<file path="config.mk">
export PLATFORM = sky130hd
export DESIGN_NAME = spi_chain_target
export DESIGN_NICKNAME = d
export VERILOG_FILES = /design/src/rtl/spi_chain_pkg.sv /design/src/rtl/spi_chain_dp.sv /design/src/rtl/spi_chain_ctl.sv /design/src/rtl/spi_chain_target.sv
export SDC_FILE = /design/constraint.sdc
export NUM_CORES = 1
export LEC_CHECK = 0
export ABC_AREA = 1
export BUFFER_PORTS_ARGS = -buffer_cell sky130_fd_sc_hd__buf_2
export CAP_MARGIN = 20
export CORE_ASPECT_RATIO = 0.9
export CORE_UTILIZATION = 55
export CTS_CLUSTER_SIZE = 28
export DETAILED_ROUTE_END_ITERATION = 10
export PLACE_DENSITY = 0.75
export SETUP_SLACK_MARGIN = 0.02
export SKIP_CTS_REPAIR_TIMING = 1
export SYNTH_ARGS = -nofsm -noshare
export SYNTH_HDL_FRONTEND = slang
export SYNTH_SLANG_ARGS = --single-unit
</file>
<file path="constraint.sdc">
create_clock -name clk -period 2.05 [get_ports clk]
set_input_delay 0 -clock clk [delete_from_list [all_inputs] [get_ports clk]]
set_output_delay 0 -clock clk [all_outputs]
set_load 0.05 [all_outputs]
</file>
<file path="src/rtl/spi_chain_pkg.sv">
package spi_chain_pkg;
  localparam int CmdBits   = 8;
  localparam int AddrField = 16;
  localparam int AddrBits  = 12;
  localparam int DataBits  = 8;
  localparam int PortBits  = 2;
  localparam int FrameBits = CmdBits + AddrField + DataBits;
  localparam int CntBits   = $clog2(FrameBits + 1);
  localparam int ReadBit   = FrameBits - CmdBits;
  localparam int AddrLsb   = DataBits;

  typedef enum logic [1:0] {
    RD_LOCAL = 2'd0,
    RD_RESP  = 2'd1,
    RD_ONES  = 2'd2
  } rdSrc_e;

  typedef struct packed {
    logic   shiftIn;
    logic   shiftOut;
    logic   idleLoad;
    logic   loadData;
    rdSrc_e rdSrc;
    logic   localWe;
  } ctlStrobe_t;
endpackage

</file>
<file path="src/rtl/spi_chain_dp.sv">
module spi_chain_dp
  import spi_chain_pkg::*;
#(
  parameter int NumLocal = 4,
  parameter logic [DataBits-1:0] IdDefault0 = 8'hA0,
  parameter logic [DataBits-1:0] IdDefault1 = 8'hA2
) (
  input  logic                clk,
  input  logic                rstN,
  input  ctlStrobe_t          strb,
  input  logic                mosiS,
  input  logic [DataBits-1:0] respRdata,
  output logic                frameRead,
  output logic [AddrBits-1:0] frameAddr,
  output logic [DataBits-1:0] frameData,
  output logic                outBit,
  output logic [DataBits-1:0] busId0,
  output logic [DataBits-1:0] busId1
);
  localparam int IdxBits = (NumLocal > 1) ? $clog2(NumLocal) : 1;
  localparam logic [DataBits-1:0] NumLocalW = DataBits'(NumLocal);

  logic [FrameBits-1:0] shReg;
  logic [DataBits-1:0]  regQ [NumLocal];
  logic [DataBits-1:0]  localIdx;
  logic                 inBank;
  logic [DataBits-1:0]  rdLocal;
  logic [DataBits-1:0]  rdVal;

  function automatic logic [DataBits-1:0] rstVal(input int idx);
    if (idx == 0) return IdDefault0;
    if (idx == 1) return IdDefault1;
    return '0;
  endfunction

  assign frameRead = shReg[ReadBit];
  assign frameAddr = shReg[AddrLsb +: AddrBits];
  assign frameData = shReg[DataBits-1:0];
  assign localIdx  = frameAddr[DataBits-1:0];
  assign inBank    = localIdx < NumLocalW;
  assign rdLocal   = inBank ? regQ[localIdx[IdxBits-1:0]] : '1;
  assign busId0    = regQ[0];
  assign busId1    = regQ[1];

  always_comb begin
    unique case (strb.rdSrc)
      RD_LOCAL: rdVal = rdLocal;
      RD_RESP:  rdVal = respRdata;
      default:  rdVal = '1;
    endcase
  end

  // Shift register: serial in on sampled rise, read result merged into data byte
  always_ff @(posedge clk or negedge rstN) begin
    if (!rstN) begin
      shReg <= '0;
    end else if (strb.shiftIn) begin
      shReg <= {shReg[FrameBits-2:0], mosiS};
    end else if (strb.loadData) begin
      shReg[DataBits-1:0] <= rdVal;
    end
  end

  // Output bit: tracks the MSB while idle, advances on each sampled fall
  always_ff @(posedge clk or negedge rstN) begin
    if (!rstN) begin
      outBit <= 1'b0;
    end else if (strb.idleLoad || strb.shiftOut) begin
      outBit <= shReg[FrameBits-1];
    end
  end

  always_ff @(posedge clk or negedge rstN) begin
    if (!rstN) begin
      for (int i = 0; i < NumLocal; i++) regQ[i] <= rstVal(i);
    end else if (strb.localWe && inBank) begin
      regQ[localIdx[IdxBits-1:0]] <= frameData;
    end
  end

  for (genvar g = 0; g < NumLocal; g++) begin : g_regChk
    // local entries change only on a committed local write
    p_reg_commit_only_r6: assert property (@(posedge clk) disable iff (!rstN)
      !$stable(regQ[g]) |-> $past(strb.localWe));
  end
endmodule

</file>
<file path="src/rtl/spi_chain_ctl.sv">
module spi_chain_ctl
  import spi_chain_pkg::*;
#(
  parameter int SyncStages = 2
) (
  input  logic                clk,
  input  logic                rstN,
  input  logic                sck,
  input  logic                ssN,
  input  logic                mosi,
  input  logic                frameRead,
  input  logic [AddrBits-1:0] frameAddr,
  input  logic [DataBits-1:0] frameData,
  input  logic                respValid,
  output ctlStrobe_t          strb,
  output logic                mosiS,
  output logic                reqValid,
  output logic                reqWrite,
  output logic [AddrBits-1:0] reqAddr,
  output logic [DataBits-1:0] reqWdata
);
  localparam logic [CntBits-1:0] FullCnt = CntBits'(FrameBits);
  localparam logic [3:0] LocalPage = 4'h8;

  logic [SyncStages-1:0] sckQ, ssQ, mosiQ;
  logic sckS, ssS, sckPrev, ssPrev;
  logic sckRise, sckFall, ssRise, active;
  logic [CntBits-1:0] bitCnt;
  logic commit, isPort, isLocal;

  always_ff @(posedge clk or negedge rstN) begin
    if (!rstN) begin
      sckQ    <= '0;
      ssQ     <= '1;
      mosiQ   <= '0;
      sckPrev <= 1'b0;
      ssPrev  <= 1'b1;
    end else begin
      sckQ    <= {sckQ[SyncStages-2:0], sck};
      ssQ     <= {ssQ[SyncStages-2:0], ssN};
      mosiQ   <= {mosiQ[SyncStages-2:0], mosi};
      sckPrev <= sckS;
      ssPrev  <= ssS;
    end
  end

  assign sckS    = sckQ[SyncStages-1];
  assign ssS     = ssQ[SyncStages-1];
  assign mosiS   = mosiQ[SyncStages-1];
  assign active  = ~ssS;
  assign sckRise = sckS & ~sckPrev;
  assign sckFall = ~sckS & sckPrev;
  assign ssRise  = ssS & ~ssPrev;

  // Counts sampled bits, saturating at one frame so longer chains keep the tail
  always_ff @(posedge clk or negedge rstN) begin
    if (!rstN) begin
      bitCnt <= '0;
    end else if (ssRise) begin
      bitCnt <= '0;
    end else if (active && sckRise && bitCnt != FullCnt) begin
      bitCnt <= bitCnt + 1'b1;
    end
  end

  assign isPort  = ~frameAddr[AddrBits-1];
  assign isLocal = frameAddr[AddrBits-1 -: 4] == LocalPage;
  assign commit  = ssRise && (bitCnt == FullCnt) && !reqValid;

  always_comb begin
    strb          = '0;
    strb.shiftIn  = active && sckRise;
    strb.shiftOut = active && sckFall;
    strb.idleLoad = ~active;
    strb.rdSrc    = RD_ONES;
    strb.localWe  = commit && isLocal && !frameRead;
    if (commit && frameRead && !isPort) begin
      strb.loadData = 1'b1;
      strb.rdSrc    = isLocal ? RD_LOCAL : RD_ONES;
    end else if (reqValid && respValid && !reqWrite) begin
      strb.loadData = 1'b1;
      strb.rdSrc    = RD_RESP;
    end
  end

  always_ff @(posedge clk or negedge rstN) begin
    if (!rstN) begin
      reqValid <= 1'b0;
      reqWrite <= 1'b0;
      reqAddr  <= '0;
      reqWdata <= '0;
    end else if (commit && isPort) begin
      reqValid <= 1'b1;
      reqWrite <= ~frameRead;
      reqAddr  <= frameAddr;
      reqWdata <= frameData;
    end else if (reqValid && respValid) begin
      reqValid <= 1'b0;
    end
  end

  // a pending request holds its fields until completion
  p_req_hold_r4: assert property (@(posedge clk) disable iff (!rstN)
    reqValid && !respValid |=> reqValid && $stable(reqAddr) && $stable(reqWrite) && $stable(reqWdata));

  // a request starts only after a full frame was counted
  p_req_full_frame_r3: assert property (@(posedge clk) disable iff (!rstN)
    $rose(reqValid) |-> $past(bitCnt) == FullCnt);

  // the invalid region never reaches the downstream side
  p_no_req_invalid_r8: assert property (@(posedge clk) disable iff (!rstN)
    reqValid |-> !reqAddr[AddrBits-1]);

  // the bit counter saturates at one frame
  p_cnt_cap_r10: assert property (@(posedge clk) disable iff (!rstN)
    bitCnt <= FullCnt);
endmodule

</file>
<file path="src/rtl/spi_chain_target.sv">
module spi_chain_target
  import spi_chain_pkg::*;
#(
  parameter int NumLocal   = 4,
  parameter int SyncStages = 2
) (
  input  logic                clk,
  input  logic                rstN,
  input  logic                sck,
  input  logic                ssN,
  input  logic                mosi,
  output logic                miso,
  output logic                misoOe,
  output logic                reqValid,
  output logic                reqWrite,
  output logic [PortBits-1:0] reqPort,
  output logic                reqDev,
  output logic [DataBits-1:0] reqOffset,
  output logic [DataBits-1:0] reqWdata,
  output logic [DataBits-1:0] reqBusId,
  input  logic                respValid,
  input  logic [DataBits-1:0] respRdata
);
  ctlStrobe_t          strb;
  logic                mosiS, frameRead, outBit;
  logic [AddrBits-1:0] frameAddr, reqAddr;
  logic [DataBits-1:0] frameData, busId0, busId1;

  spi_chain_ctl #(.SyncStages(SyncStages)) uCtl (
    .clk(clk), .rstN(rstN), .sck(sck), .ssN(ssN), .mosi(mosi),
    .frameRead(frameRead), .frameAddr(frameAddr), .frameData(frameData),
    .respValid(respValid), .strb(strb), .mosiS(mosiS),
    .reqValid(reqValid), .reqWrite(reqWrite), .reqAddr(reqAddr), .reqWdata(reqWdata)
  );

  spi_chain_dp #(.NumLocal(NumLocal)) uDp (
    .clk(clk), .rstN(rstN), .strb(strb), .mosiS(mosiS), .respRdata(respRdata),
    .frameRead(frameRead), .frameAddr(frameAddr), .frameData(frameData),
    .outBit(outBit), .busId0(busId0), .busId1(busId1)
  );

  assign misoOe    = ~ssN;
  assign miso      = outBit;
  assign reqPort   = reqAddr[DataBits+1 +: PortBits];
  assign reqDev    = reqAddr[DataBits];
  assign reqOffset = reqAddr[DataBits-1:0];
  assign reqBusId  = reqDev ? busId1 : busId0;
endmodule

</file>
==> impl_metrics.tcl <==
set metrics [dict create \
    critPathMaxFanout 19 \
    path_clk_slew_ns 0.09 \
    hold_viol_final 1 \
    coreArea_sq_mm 0.008223 \
    post-route-period-util 0.8976 \
    synth.distinct_cells 22 \
    synth_simple_gate_area_frac 0.2862 \
    required_ns 2.31 \
    grtUsageTotal 0.2559 \
    drive_above_1_share 0.1439 \
    power_density_mw_per_mm2 745.1 \
    pin_count 45 \
    synth_area_leaders "dfrtp_1 48%, nand2_1 17%, inv_1 9.0%, o21ai_0 6.0%, nand4_1 4.6%" \
    netlist_instances 621 \
    dp_cells 773 \
    violations "hold timing" \
    ys_ff_latch 100 \
    synth_top_area_share 0.4848 \
    via_per_inst 5.186 \
    grt.overflow.total 0 \
    power.leakage_nw 3.107 \
    synth_mux_area_frac 0.002372 \
    rsz0062_at_grt "false" \
    r2r_cells 10 \
    clock_skew_ns 0.01120 \
    core.rowCount 31 \
    synth.most_common_cell "nand2_1" \
    cts_max_level 3 \
    worstSetupPathType "flip-flop to flip-flop" \
    clock.fmax_ghz 0.5434 \
    cts_buffers 9 \
    slew_violations 0 \
    end_kind "flip-flop" \
    synth_top_family_by_area "simple AND/OR/NAND/NOR gates" \
    rr_endpoint "uDp.busId0[0]" \
    synth_fa_ha_area_frac 0.005270 \
    postRouteAntennaNets 0 \
    setup_tns_ns 0 \
    worstMarginPinSlew_ns 0.6150 \
    synth.net_count 637 \
    synth-seq-area-share 0.5291 \
    synth_edf_count 0 \
    worstReg2RegStart "uDp.shReg[13]" \
    hpwlAfterDp_mm 7.456 \
    die_height_um 90.15 \
    regToRegSetupSlack_ns 0.21 \
    avgRoutedWirePerCell_um 13.47 \
    synthFlopType "dfrtp_1" \
    drc 0 \
    endpoint "uDp.busId0[0]" \
    die_width_um 99.94 \
    wirelength_mm 10.82 \
    crit_start "uDp.shReg[13]" \
    io_buffers 44 \
    syn_to_final_growth_pct 16.57 \
    grt_max_degree 50 \
    cts.sinks 100 \
    power_mw 4.124 \
    synth_compound_area_frac 0.06535 \
    num_vias 4164 \
    holdWs_ns -0.03606 \
    syn_area_sq_mm 0.004748 \
    grt_pass1_wl_mm 18.19 \
    cts_buffer_depth 2 \
    synthArstFlopShare 1.000 \
    synth_top_cell_by_area "dfrtp_1" \
    dieArea_sq_mm 0.009009 \
    outcome "finished, violations left" \
    cts_tree "built" \
    ys_warn_count 0 \
    synth_common_cells "221 x nand2_1, 114 x inv_1, 92 x dfrtp_1" \
    synth_xor_area_frac 0.001845 \
    finalSetupViolCount 0 \
    syn_area_per_cell_sq_um 7.646 \
    fin_nets 699 \
    globalplace.congestion 0.8840 \
    slew_headroom 0.5900 \
    arrival_ns 2.10 \
    start_util 0.5774 \
    final_cells 803 \
    drt-initial-drc-count 310 \
    grt_pass1_vias 3891 \
    maxCapViolCount 0 \
    ir_worst_vdd_mv 0.3528 \
    cts.root.buffer_cell "clkbuf_8" \
    finalCriticalPeriod_ns 1.840 \
    start_kind "flip-flop" \
    first_pass_iters 5 \
    hold_class "input port to flip-flop" \
    grt_antenna_before_repair 0 \
    clock_latency_ns 0.36 \
    diodes 0 \
]
==> per-layer routing <==
metal	GRT usage	wire, um	vias up
li1	-	-	2043
met1	0.3690	5038	1952
met2	0.4006	4994	155
met3	0.05054	710	14
met4	0.05760	75	0
met5	0	0	-
==> layout make-up <==
type | count | area, sq um
Clock buffer | 10 | 127.6
Clock inverter | 6 | 62.56
Fill cell | 706 | 2688
Inverter | 115 | 431.7
Multi-Input combinational cell | 384 | 1737
Sequential cell | 100 | 2512
Tap cell | 115 | 143.9
Timing Repair Buffer | 73 | 520.5
==> critical path, cell delays in order (launching register included) <==
cell,delay [ns]
dfrtp_1,0.41
nor2_1,0.11
nand2_1,0.06
nor2_1,0.19
inv_1,0.13
nor3_4,0.22
buf_12,0.15
buf_4,0.22
nand4_1,0.12
nand2_1,0.09
inv_1,0.04
==> power by group <==
group	internal, mW	leakage (nW)	switching, mW	total, mW
combinational	0.204	1.67	0.498	0.702
sequential	2.07	1.34	0.0868	2.16
clock	0.569	0.101	0.692	1.26
==> cells by family after synthesis <==
logic type | Yosys count
flip-flops | 100
AO/OA/AOI/OAI | 62
AND/OR/NAND/NOR | 318
multiplexers | 1
buffers and inverters | 137
XOR/XNOR | 1
adder cells (fa/ha/maj) | 2
==> worst min path at each step <==
stage                            to  cells after the start          from
floorplan            uCtl.bitCnt[0]                      0          rstN
global placement    uCtl.reqAddr[5]                      1          rstN
detailed placement  uCtl.reqAddr[3]                      1          rstN
CTS                 uCtl.reqAddr[3]                      1          rstN
global route           uDp.shReg[0]                      4  respRdata[0]
finish                 uDp.shReg[0]                      4  respRdata[0]
==> layout by cell type (no fill, tap or decap), types with 2 or more instances in the layout <==
cell,n
buf_4,16
dfrtp_1,92
nand4_1,35
o21ai_0,57
nand3_2,3
nand3_1,23
buf_2,43
nand2_1,221
nor2_1,18
ha_1,2
or2_2,6
inv_1,114
inv_6,2
dlygate4sd3_1,10
dfstp_2,8
clkinv_2,3
a21oi_1,5
nor3_1,7
buf_12,3
clkbuf_8,9
==> registers in the layout (all words and copies together) (netlist names) <==
signal and cells:
uCtl.bitCnt 6, uCtl.mosiQ 2, uCtl.reqAddr 11, uCtl.reqValid 1, uCtl.reqWdata 8, uCtl.reqWrite 1
uCtl.sckPrev 1, uCtl.sckQ 2, uCtl.ssPrev 1, uCtl.ssQ 2, uDp.busId0 8, uDp.busId1 8
uDp.outBit 1, uDp.regQ 16, uDp.shReg 32
==> stage by stage <==
stage	instance area (sq um)	worst slack, ns	util	hold slack [ns]
final	5535	0.2099	0.6732	-0.03606
after global routing	5535	0.009974	0.6732	0.005566
after CTS	5355	0.07781	0.6512	-0.3324
after detailed placement	5165	0.1100	0.6281	0.05865
after global placement	5165	0.2013	0.6281	0.05026
after floorplan	4748	0.06359	-	-0.2956
Note: power is estimated with default switching activity, not from simulation.
